## src/rtl/pqc_pkg.sv

```systemverilog
package pqc_pkg;

   localparam int REG_W  = 16;
   localparam int ADDR_W = 4;
   localparam int NFLAGS = 3;

   typedef enum logic [1:0] {
      MODE_OFF    = 2'd0,
      MODE_FILT   = 2'd1,
      MODE_DIRECT = 2'd2,
      MODE_QUAD   = 2'd3
   } pqc_mode_e;

   typedef enum logic [1:0] {
      EV_BOTH = 2'd0,
      EV_UP   = 2'd1,
      EV_DOWN = 2'd2,
      EV_NONE = 2'd3
   } pqc_evsel_e;

   typedef struct packed {
      pqc_evsel_e aux_ev;
      pqc_evsel_e main_ev;
      logic       s1dir;
      logic       hyst;
      logic       filt;
      logic       down;
      logic       neg;
      pqc_mode_e  mode;
   } pqc_cfg_t;

   localparam int CFG_W = $bits(pqc_cfg_t);

   localparam pqc_cfg_t CFG_RESET = '{
      aux_ev: EV_NONE, main_ev: EV_UP, s1dir: 1'b0, hyst: 1'b0,
      filt: 1'b0, down: 1'b0, neg: 1'b0, mode: MODE_OFF};

   localparam logic [ADDR_W-1:0] A_CFG    = 4'd0;
   localparam logic [ADDR_W-1:0] A_CNT    = 4'd1;
   localparam logic [ADDR_W-1:0] A_TOP    = 4'd2;
   localparam logic [ADDR_W-1:0] A_TOPBUF = 4'd3;
   localparam logic [ADDR_W-1:0] A_AUX    = 4'd4;
   localparam logic [ADDR_W-1:0] A_FLAGS  = 4'd5;
   localparam logic [ADDR_W-1:0] A_FSET   = 4'd6;
   localparam logic [ADDR_W-1:0] A_FCLR   = 4'd7;
   localparam logic [ADDR_W-1:0] A_FEN    = 4'd8;

   localparam int FLG_OVF  = 0;
   localparam int FLG_UNF  = 1;
   localparam int FLG_QERR = 2;

endpackage

```

## src/rtl/pqc_sync.sv

```systemverilog
module pqc_sync #(
   parameter int W      = 2,
   parameter int STAGES = 2
) (
   input  logic         clk,
   input  logic         rst_n,
   input  logic [W-1:0] d,
   output logic [W-1:0] q
);
   if (STAGES < 1) begin : g_bad_stages
      $error("pqc_sync: STAGES must be at least 1");
   end

   logic [W-1:0] stage_q [STAGES];

   for (genvar i = 0; i < STAGES; i++) begin : g_stage
      always_ff @(posedge clk or negedge rst_n) begin
         if (!rst_n) begin
            stage_q[i] <= '0;
         end else begin
            stage_q[i] <= (i == 0) ? d : stage_q[(i == 0) ? 0 : i-1];
         end
      end
   end

   assign q = stage_q[STAGES-1];
endmodule

```

## src/rtl/pqc_glitch_filter.sv

```systemverilog
module pqc_glitch_filter #(
   parameter int FILT_LEN = 4
) (
   input  logic clk,
   input  logic rst_n,
   input  logic raw,
   output logic filt
);
   localparam int CW_F = (FILT_LEN < 2) ? 1 : $clog2(FILT_LEN);

   if (FILT_LEN < 1) begin : g_bad_len
      $error("pqc_glitch_filter: FILT_LEN must be at least 1");
   end

   logic [CW_F-1:0] run_q;
   logic            filt_q;

   always_ff @(posedge clk or negedge rst_n) begin
      if (!rst_n) begin
         run_q  <= '0;
         filt_q <= 1'b0;
      end else if (raw == filt_q) begin
         run_q <= '0;
      end else if (run_q == CW_F'(FILT_LEN-1)) begin
         run_q  <= '0;
         filt_q <= raw;
      end else begin
         run_q <= run_q + 1'b1;
      end
   end

   assign filt = filt_q;
endmodule

```

## src/rtl/pqc_event_gen.sv

```systemverilog
module pqc_event_gen
   import pqc_pkg::*;
#(
   parameter int FILT_LEN = 4
) (
   input  logic      clk,
   input  logic      rst_n,
   input  pqc_cfg_t  cfg,
   input  logic      s0,
   input  logic      s1,
   output logic      ev_up,
   output logic      ev_dn,
   output logic      q_err
);
   logic       s0_filt, s0_sel, s0_prev_q;
   logic [1:0] ph_cur, ph_prev_q, ph_diff;
   logic       single_mode, edge_hit, dir_down;
   logic       quad_up, quad_dn;

   pqc_glitch_filter #(.FILT_LEN(FILT_LEN)) u_filt (
      .clk  (clk),
      .rst_n(rst_n),
      .raw  (s0),
      .filt (s0_filt)
   );

   assign s0_sel = (cfg.filt && cfg.mode == MODE_FILT) ? s0_filt : s0;

   // phase index: 00->0, 01->1, 11->2, 10->3 for {s1,s0}
   assign ph_cur  = {s1, s1 ^ s0};
   assign ph_diff = ph_cur - ph_prev_q;

   always_ff @(posedge clk or negedge rst_n) begin
      if (!rst_n) begin
         s0_prev_q <= 1'b0;
         ph_prev_q <= 2'd0;
      end else begin
         s0_prev_q <= s0_sel;
         ph_prev_q <= ph_cur;
      end
   end

   assign single_mode = (cfg.mode == MODE_FILT) || (cfg.mode == MODE_DIRECT);
   assign edge_hit    = cfg.neg ? (s0_prev_q && !s0_sel) : (!s0_prev_q && s0_sel);
   assign dir_down    = cfg.down ^ (cfg.s1dir && !s1);

   assign quad_up = (cfg.mode == MODE_QUAD) && (ph_diff == 2'd1);
   assign quad_dn = (cfg.mode == MODE_QUAD) && (ph_diff == 2'd3);

   always_comb begin
      ev_up = 1'b0;
      ev_dn = 1'b0;
      if (single_mode && edge_hit) begin
         ev_up = !dir_down;
         ev_dn = dir_down;
      end else if (quad_up || quad_dn) begin
         ev_up = quad_up ^ cfg.neg;
         ev_dn = quad_dn ^ cfg.neg;
      end
   end

   assign q_err = (cfg.mode == MODE_QUAD) && (ph_diff == 2'd2);
endmodule

```

## src/rtl/pqc_counter.sv

```systemverilog
module pqc_counter
   import pqc_pkg::*;
#(
   parameter int CW       = 16,
   parameter bit WITH_TOP = 1'b1
) (
   input  logic          clk,
   input  logic          rst_n,
   input  logic          up,
   input  logic          dn,
   input  pqc_evsel_e    sel,
   input  logic          hyst,
   input  logic [CW-1:0] top,
   input  logic          wr,
   input  logic [CW-1:0] wdata,
   output logic [CW-1:0] cnt,
   output logic          wrap_ovf,
   output logic          wrap_unf
);
   logic          cnt_up, cnt_dn;
   logic [CW-1:0] cnt_q;

   assign cnt_up = up && (sel == EV_BOTH || sel == EV_UP);
   assign cnt_dn = dn && (sel == EV_BOTH || sel == EV_DOWN);

   if (WITH_TOP) begin : g_bounded
      logic          at_top, at_zero;
      logic [CW-1:0] half_top;

      assign at_top   = (cnt_q == top);
      assign at_zero  = (cnt_q == '0);
      assign half_top = top >> 1;
      assign wrap_ovf = !wr && cnt_up && at_top;
      assign wrap_unf = !wr && cnt_dn && at_zero;

      always_ff @(posedge clk or negedge rst_n) begin
         if (!rst_n) begin
            cnt_q <= '0;
         end else if (wr) begin
            cnt_q <= wdata;
         end else if (cnt_up) begin
            cnt_q <= at_top ? (hyst ? half_top : '0) : cnt_q + 1'b1;
         end else if (cnt_dn) begin
            cnt_q <= at_zero ? (hyst ? half_top : top) : cnt_q - 1'b1;
         end
      end
   end else begin : g_free
      logic unused_bounds;
      assign unused_bounds = ^{hyst, top};
      assign wrap_ovf = 1'b0;
      assign wrap_unf = 1'b0;

      always_ff @(posedge clk or negedge rst_n) begin
         if (!rst_n) begin
            cnt_q <= '0;
         end else if (wr) begin
            cnt_q <= wdata;
         end else if (cnt_up) begin
            cnt_q <= cnt_q + 1'b1;
         end else if (cnt_dn) begin
            cnt_q <= cnt_q - 1'b1;
         end
      end
   end

   assign cnt = cnt_q;
endmodule

```

## src/rtl/pulse_quad_counter.sv

```systemverilog
module pulse_quad_counter
   import pqc_pkg::*;
#(
   parameter int CW          = 16,
   parameter int FILT_LEN    = 4,
   parameter int SYNC_STAGES = 2
) (
   input  logic              clk,
   input  logic              rst_n,
   input  logic              s0_in,
   input  logic              s1_in,
   input  logic              wr_en,
   input  logic [ADDR_W-1:0] wr_addr,
   input  logic [REG_W-1:0]  wr_data,
   input  logic [ADDR_W-1:0] rd_addr,
   output logic [REG_W-1:0]  rd_data,
   output logic              irq
);
   if (!(CW == 8 || CW == 16)) begin : g_bad_width
      $error("pulse_quad_counter: CW must be 8 or 16");
   end
   if (CW > REG_W) begin : g_bad_bus
      $error("pulse_quad_counter: CW exceeds register width");
   end

   pqc_cfg_t          cfg_q;
   logic [CW-1:0]     top_q, topbuf_q, cnt_q, aux_q;
   logic [NFLAGS-1:0] flags_q, fen_q, flags_n;
   logic [1:0]        pins_sync;
   logic              ev_up, ev_dn, q_err;
   logic              wrap_ovf, wrap_unf, aux_ovf_unused, aux_unf_unused;
   logic              wr_cfg, wr_cnt, wr_top, wr_topbuf, wr_aux;
   logic              wr_fset, wr_fclr, wr_fen;

   assign wr_cfg    = wr_en && (wr_addr == A_CFG);
   assign wr_cnt    = wr_en && (wr_addr == A_CNT);
   assign wr_top    = wr_en && (wr_addr == A_TOP);
   assign wr_topbuf = wr_en && (wr_addr == A_TOPBUF);
   assign wr_aux    = wr_en && (wr_addr == A_AUX);
   assign wr_fset   = wr_en && (wr_addr == A_FSET);
   assign wr_fclr   = wr_en && (wr_addr == A_FCLR);
   assign wr_fen    = wr_en && (wr_addr == A_FEN);

   pqc_sync #(.W(2), .STAGES(SYNC_STAGES)) u_sync (
      .clk  (clk),
      .rst_n(rst_n),
      .d    ({s1_in, s0_in}),
      .q    (pins_sync)
   );

   pqc_event_gen #(.FILT_LEN(FILT_LEN)) u_evgen (
      .clk  (clk),
      .rst_n(rst_n),
      .cfg  (cfg_q),
      .s0   (pins_sync[0]),
      .s1   (pins_sync[1]),
      .ev_up(ev_up),
      .ev_dn(ev_dn),
      .q_err(q_err)
   );

   pqc_counter #(.CW(CW), .WITH_TOP(1'b1)) u_main (
      .clk     (clk),
      .rst_n   (rst_n),
      .up      (ev_up),
      .dn      (ev_dn),
      .sel     (cfg_q.main_ev),
      .hyst    (cfg_q.hyst),
      .top     (top_q),
      .wr      (wr_cnt),
      .wdata   (wr_data[CW-1:0]),
      .cnt     (cnt_q),
      .wrap_ovf(wrap_ovf),
      .wrap_unf(wrap_unf)
   );

   pqc_counter #(.CW(CW), .WITH_TOP(1'b0)) u_aux (
      .clk     (clk),
      .rst_n   (rst_n),
      .up      (ev_up),
      .dn      (ev_dn),
      .sel     (cfg_q.aux_ev),
      .hyst    (1'b0),
      .top     ({CW{1'b1}}),
      .wr      (wr_aux),
      .wdata   (wr_data[CW-1:0]),
      .cnt     (aux_q),
      .wrap_ovf(aux_ovf_unused),
      .wrap_unf(aux_unf_unused)
   );

   always_comb begin
      flags_n = flags_q;
      if (wr_fclr) flags_n = flags_n & ~wr_data[NFLAGS-1:0];
      if (wr_fset) flags_n = flags_n | wr_data[NFLAGS-1:0];
      flags_n[FLG_OVF]  = flags_n[FLG_OVF]  | wrap_ovf;
      flags_n[FLG_UNF]  = flags_n[FLG_UNF]  | wrap_unf;
      flags_n[FLG_QERR] = flags_n[FLG_QERR] | q_err;
   end

   always_ff @(posedge clk or negedge rst_n) begin
      if (!rst_n) begin
         cfg_q    <= CFG_RESET;
         top_q    <= '1;
         topbuf_q <= '1;
         flags_q  <= '0;
         fen_q    <= '0;
      end else begin
         flags_q <= flags_n;
         if (wr_cfg)    cfg_q    <= pqc_cfg_t'(wr_data[CFG_W-1:0]);
         if (wr_topbuf) topbuf_q <= wr_data[CW-1:0];
         if (wr_fen)    fen_q    <= wr_data[NFLAGS-1:0];
         if (wr_top)                     top_q <= wr_data[CW-1:0];
         else if (wrap_ovf || wrap_unf)  top_q <= topbuf_q;
      end
   end

   always_comb begin
      rd_data = '0;
      unique case (rd_addr)
         A_CFG:    rd_data = REG_W'(cfg_q);
         A_CNT:    rd_data = REG_W'(cnt_q);
         A_TOP:    rd_data = REG_W'(top_q);
         A_TOPBUF: rd_data = REG_W'(topbuf_q);
         A_AUX:    rd_data = REG_W'(aux_q);
         A_FLAGS:  rd_data = REG_W'(flags_q);
         A_FEN:    rd_data = REG_W'(fen_q);
         default:  rd_data = '0;
      endcase
   end

   assign irq = |(flags_q & fen_q);
endmodule

```

## config.mk

```make
export PLATFORM = sky130hd
export DESIGN_NAME = pulse_quad_counter
export DESIGN_NICKNAME = d
export VERILOG_FILES = /design/src/rtl/pqc_pkg.sv /design/src/rtl/pqc_sync.sv /design/src/rtl/pqc_glitch_filter.sv /design/src/rtl/pqc_event_gen.sv /design/src/rtl/pqc_counter.sv /design/src/rtl/pulse_quad_counter.sv
export SDC_FILE = /design/constraint.sdc
export NUM_CORES = 1
export LEC_CHECK = 0
export BUFFER_PORTS_ARGS = -buffer_cell sky130_fd_sc_hd__buf_2
export CAP_MARGIN = 0
export CELL_PAD_IN_SITES_DETAIL_PLACEMENT = 0
export CELL_PAD_IN_SITES_GLOBAL_PLACEMENT = 1
export CORE_MARGIN = 5
export CORE_UTILIZATION = 35
export DETAILED_ROUTE_END_ITERATION = 7
export HOLD_SLACK_MARGIN = 0.06
export MAX_ROUTING_LAYER = met4
export PLACE_DENSITY_LB_ADDON = 0.05
export SLEW_MARGIN = 0
export SYNTH_ARGS = -nofsm -noshare
export SYNTH_HDL_FRONTEND = slang
export SYNTH_SLANG_ARGS = --single-unit
```

## constraint.sdc

```tcl
create_clock -name clk -period 10.7 [get_ports clk]
set_input_delay 0.535 -clock clk [delete_from_list [all_inputs] [get_ports clk]]
set_output_delay 0.535 -clock clk [all_outputs]
set_load 0.005 [all_outputs]
```

==> results.yml <==
clock_network:
  tritoncts: "yes"
  post_cts_resized: 0
  post-cts-setup-buffer-count: 0
  ctsHoldBuffers: 0
  cts-htree-levels: 3
  numCtsBuffers: 9
  clk_path_buf_depth: 2
  clockRootBuffer: "clkbuf_16"
  clkTransAtPathRegs_ns: 0.07
  clkLatencyLatePin_ns: 0.36
  cts.sinks: 91
worst_setup_path:
  cp.required_ns: 10.92
  crit_fanout: 19
  cp.arrival_ns: 4.84
  critPathCaptureType: "flop"
  critPathKind: "flop to flop"
  crit_path_start_kind: "flop"
route:
  avgRoutedWirePerCell_um: 21.70
  routed-via-count: 6015
  drtPass1Iterations: 5
  avgViaCountPerCell: 5.740
  drc: 0
  antenna_left: 0
  drt_wl_total_mm: 22.74
  drt_iter0_markers: 380
yosys:
  synth-seq-cells: 91
  synth_top_cell_by_area: "dfrtp_1"
  ys_seq_area_share_pct: 34.18
  ys_types: 68
  synth_top_area_share_pct: 20.64
  synthCells: 764
  synth_area_per_cell_um2: 8.888
  synthArstFlopShare_pct: 100.0
  synth_ff_type: "dfrtp_1"
  synth_nets: 816
  yosys-top-cells-area: "dfrtp_1 21%, dfstp_2 14%, mux2_2 8.6%, a21oi_1 5.6%, nand2_1 4.3%"
  synth_edf_count: 0
  yosys_warnings: 0
  syn_area_um2: 6790
grt:
  grt_pass1_wl_mm: 36.04
  gr-total-overflow: 0
  grt_use_total_pct: 21.51
  antenna_found_initial: 0
  grt_pass1_vias: 6073
  grt_max_degree: 71
sta:
  setup_ws_ns: 6.075
  fmax_mhz: 216.2
  holdWs_ns: 0.05725
  setup_viol: 0
  hold_viol: 0
  tightest_slew_ns: 1.164
  maxSlewHeadroom_pct: 22.11
  period_needed_ns: 4.625
  fin_tns_setup_ns: 0
  finalClockSkew_ns: 0.008613
  slew_violations: 0
  period_share_pct: 43.22
  rsz0062_at_grt: "false"
pwr:
  power_mw: 1.846
  vdd_drop_max_uv: 107.7
  leakage_nw: 3.006
  p_per_area_nw_per_um2: 244.4
hold_path:
  hold_class: "input port to asynchronous set/reset pin"
place:
  place_congestion: 0.8179
  dp_cells: 1032
  portBuffers: 45
  placed_cell_area_um2: 7243
  post-dp-hpwl_mm: 16.18
  dp_slack_ns: 6.079
floorplan:
  die_w_um: 149.3
  top_level_ports: 46
  die_y_um: 149.3
  initial_core_util_pct: 35.24
  die-area_um2: 22290
  fp-row-count: 51
  core-area_um2: 19270
flow_run:
  cap_violations: 0
layout:
  instances_no_fill: 1048
  nets: 830
  area_growth_pct: 11.22
  fin_util_pct: 39.19
  diodes: 0
  nFillCells: 2040
  fin_area_um2: 7552
  drive_above_1_share_pct: 23.24
outcome:
  outcome: "complete, no violations"
## cell type report
type	count	area, um2	share of cell area, %
Clock inverter	7	83.83	1.110
Tap cell	265	331.6	4.390
Inverter	18	67.56	0.8946
Sequential cell	91	2321	30.73
Timing Repair Buffer	57	317.8	4.208
Multi-Input combinational cell	601	4205	55.68
Clock buffer	9	225.2	2.982
## worst max-delay path: stages (launching register included)
cell and delay (ns):
dfrtp_1 0.42, ha_1 0.24, a21bo_4 0.24, a2111oi_4 0.37
or2_4 0.20, mux2i_1 0.52, or2_2 0.48, ha_1 0.36
nor2b_1 0.17, o31a_1 0.29, o21ai_0 0.38, a21oi_1 0.15
or4_1 0.47, nand3_1 0.10, a31oi_1 0.09
## sequential cells by signal, summed over array words and instances (netlist names)
signal,count
cfg_q,11
fen_q,3
flags_q,3
top_q,16
topbuf_q,16
u_aux.cnt,16
u_evgen.ph_prev_q,2
u_evgen.s0_prev_q,1
u_evgen.u_filt.filt,1
u_evgen.u_filt.run_q,2
u_main.cnt,16
u_sync.q,2
u_sync.stage_q,2
## cells in the mapped netlist, types with 4 or more instances
cell,n
nand2_1,77
nor3_1,15
a32oi_1,5
nand2b_1,4
xor2_1,24
a21o_1,4
a21boi_0,6
nand4_1,7
o21ai_0,26
dfrtp_1,56
o31ai_1,5
inv_1,18
a211oi_1,4
nor2b_1,8
a21oi_1,76
nor2_1,54
o211ai_1,7
a31oi_1,10
mux2_4,8
nor4_1,8
clkbuf_1,46
a222oi_1,6
a22oi_1,21
o221ai_1,7
xnor2_1,28
and3_1,11
ha_1,22
mux2_2,52
dfstp_2,35
o21a_1,5
nand3_1,28
o22ai_1,11
mux2i_1,18
## power by group
| group | total [mW] | internal, mW | switching, mW | leakage (nW) |
|---|---|---|---|---|
| Sequential | 0.704 | 0.484 | 0.220 | 1.01 |
| Combinational | 0.799 | 0.376 | 0.423 | 1.84 |
| Clock | 0.343 | 0.186 | 0.157 | 0.154 |
| Total | 1.85 | 1.05 | 0.800 | 3.01 |
## placed cells by master (no fill, tap or decap), drive strengths merged, types with 3 or more instances in the layout
| master | Yosys | final |
|---|---|---|
| nor2 | 54 | 54 |
| clkbuf | 46 | 9 |
| or2 | 6 | 6 |
| nor2b | 8 | 8 |
| a32oi | 5 | 5 |
| o22ai | 11 | 11 |
| xnor2 | 28 | 28 |
| o221ai | 7 | 7 |
| and3b | 3 | 3 |
| buf | 8 | 57 |
| a222oi | 6 | 6 |
| a21oi | 76 | 76 |
| o31ai | 5 | 5 |
| nor3 | 16 | 16 |
| xor2 | 24 | 24 |
| a21boi | 6 | 6 |
| clkinv | 0 | 3 |
| a21o | 4 | 4 |
| nor4 | 8 | 8 |
| or4 | 3 | 3 |
| nand3 | 28 | 28 |
| nand2b | 4 | 4 |
| mux2i | 18 | 18 |
| mux2 | 60 | 60 |
| dfstp | 35 | 35 |
| inv | 18 | 21 |
| a22oi | 21 | 21 |
| a211oi | 4 | 4 |
| nand2 | 77 | 77 |
| and3 | 11 | 11 |
| o21a | 5 | 5 |
| nand4 | 7 | 7 |
| dfrtp | 56 | 56 |
| ha | 22 | 22 |
| o211ai | 7 | 7 |
| o21ai | 28 | 28 |
| a31oi | 10 | 10 |
| nor4b | 3 | 3 |
## metal layers
| metal | vias up | GRT usage [%] | share of wire (%) |
|---|---|---|---|
| li1 | 2823 | - | - |
| met1 | 2983 | 28.60 | 47 |
| met2 | 170 | 33.60 | 46 |
| met3 | 39 | 2.552 | 4.3 |
| met4 | 0 | 8.513 | 2.9 |
| met5 | - | - | 0 |
## path summary, 6_finish.rpt
path | slack [ns] | endpoint | cells past startpoint | from
hold / removal | 0.06 | u_aux.cnt[13] | 1 | rst_n
setup / recovery | 6.08 | u_aux.cnt[14] | 14 | cfg_q[0]
hold reg to reg | 0.35 | u_sync.q[0] | 0 | u_sync.stage_q[2]
max in group asynchronous | 9.39 | flags_q[0] | 2 | rst_n
min in group clk | 0.28 | u_sync.stage_q[2] | 1 | s0_in
setup reg to reg | 6.08 | u_aux.cnt[14] | 14 | cfg_q[0]
## cell families after synthesis
family                     synth area share (%)
AOI/OAI and AO/OA                         20.29
xor gates and xnor gates                  6.707
adders and majority gates                 4.349
buffers and inverters                     4.349
DFF                                       34.18
muxes                                     13.05
and+or+nand+nor                           17.08
Note: power is estimated with default switching activity, not from simulation.
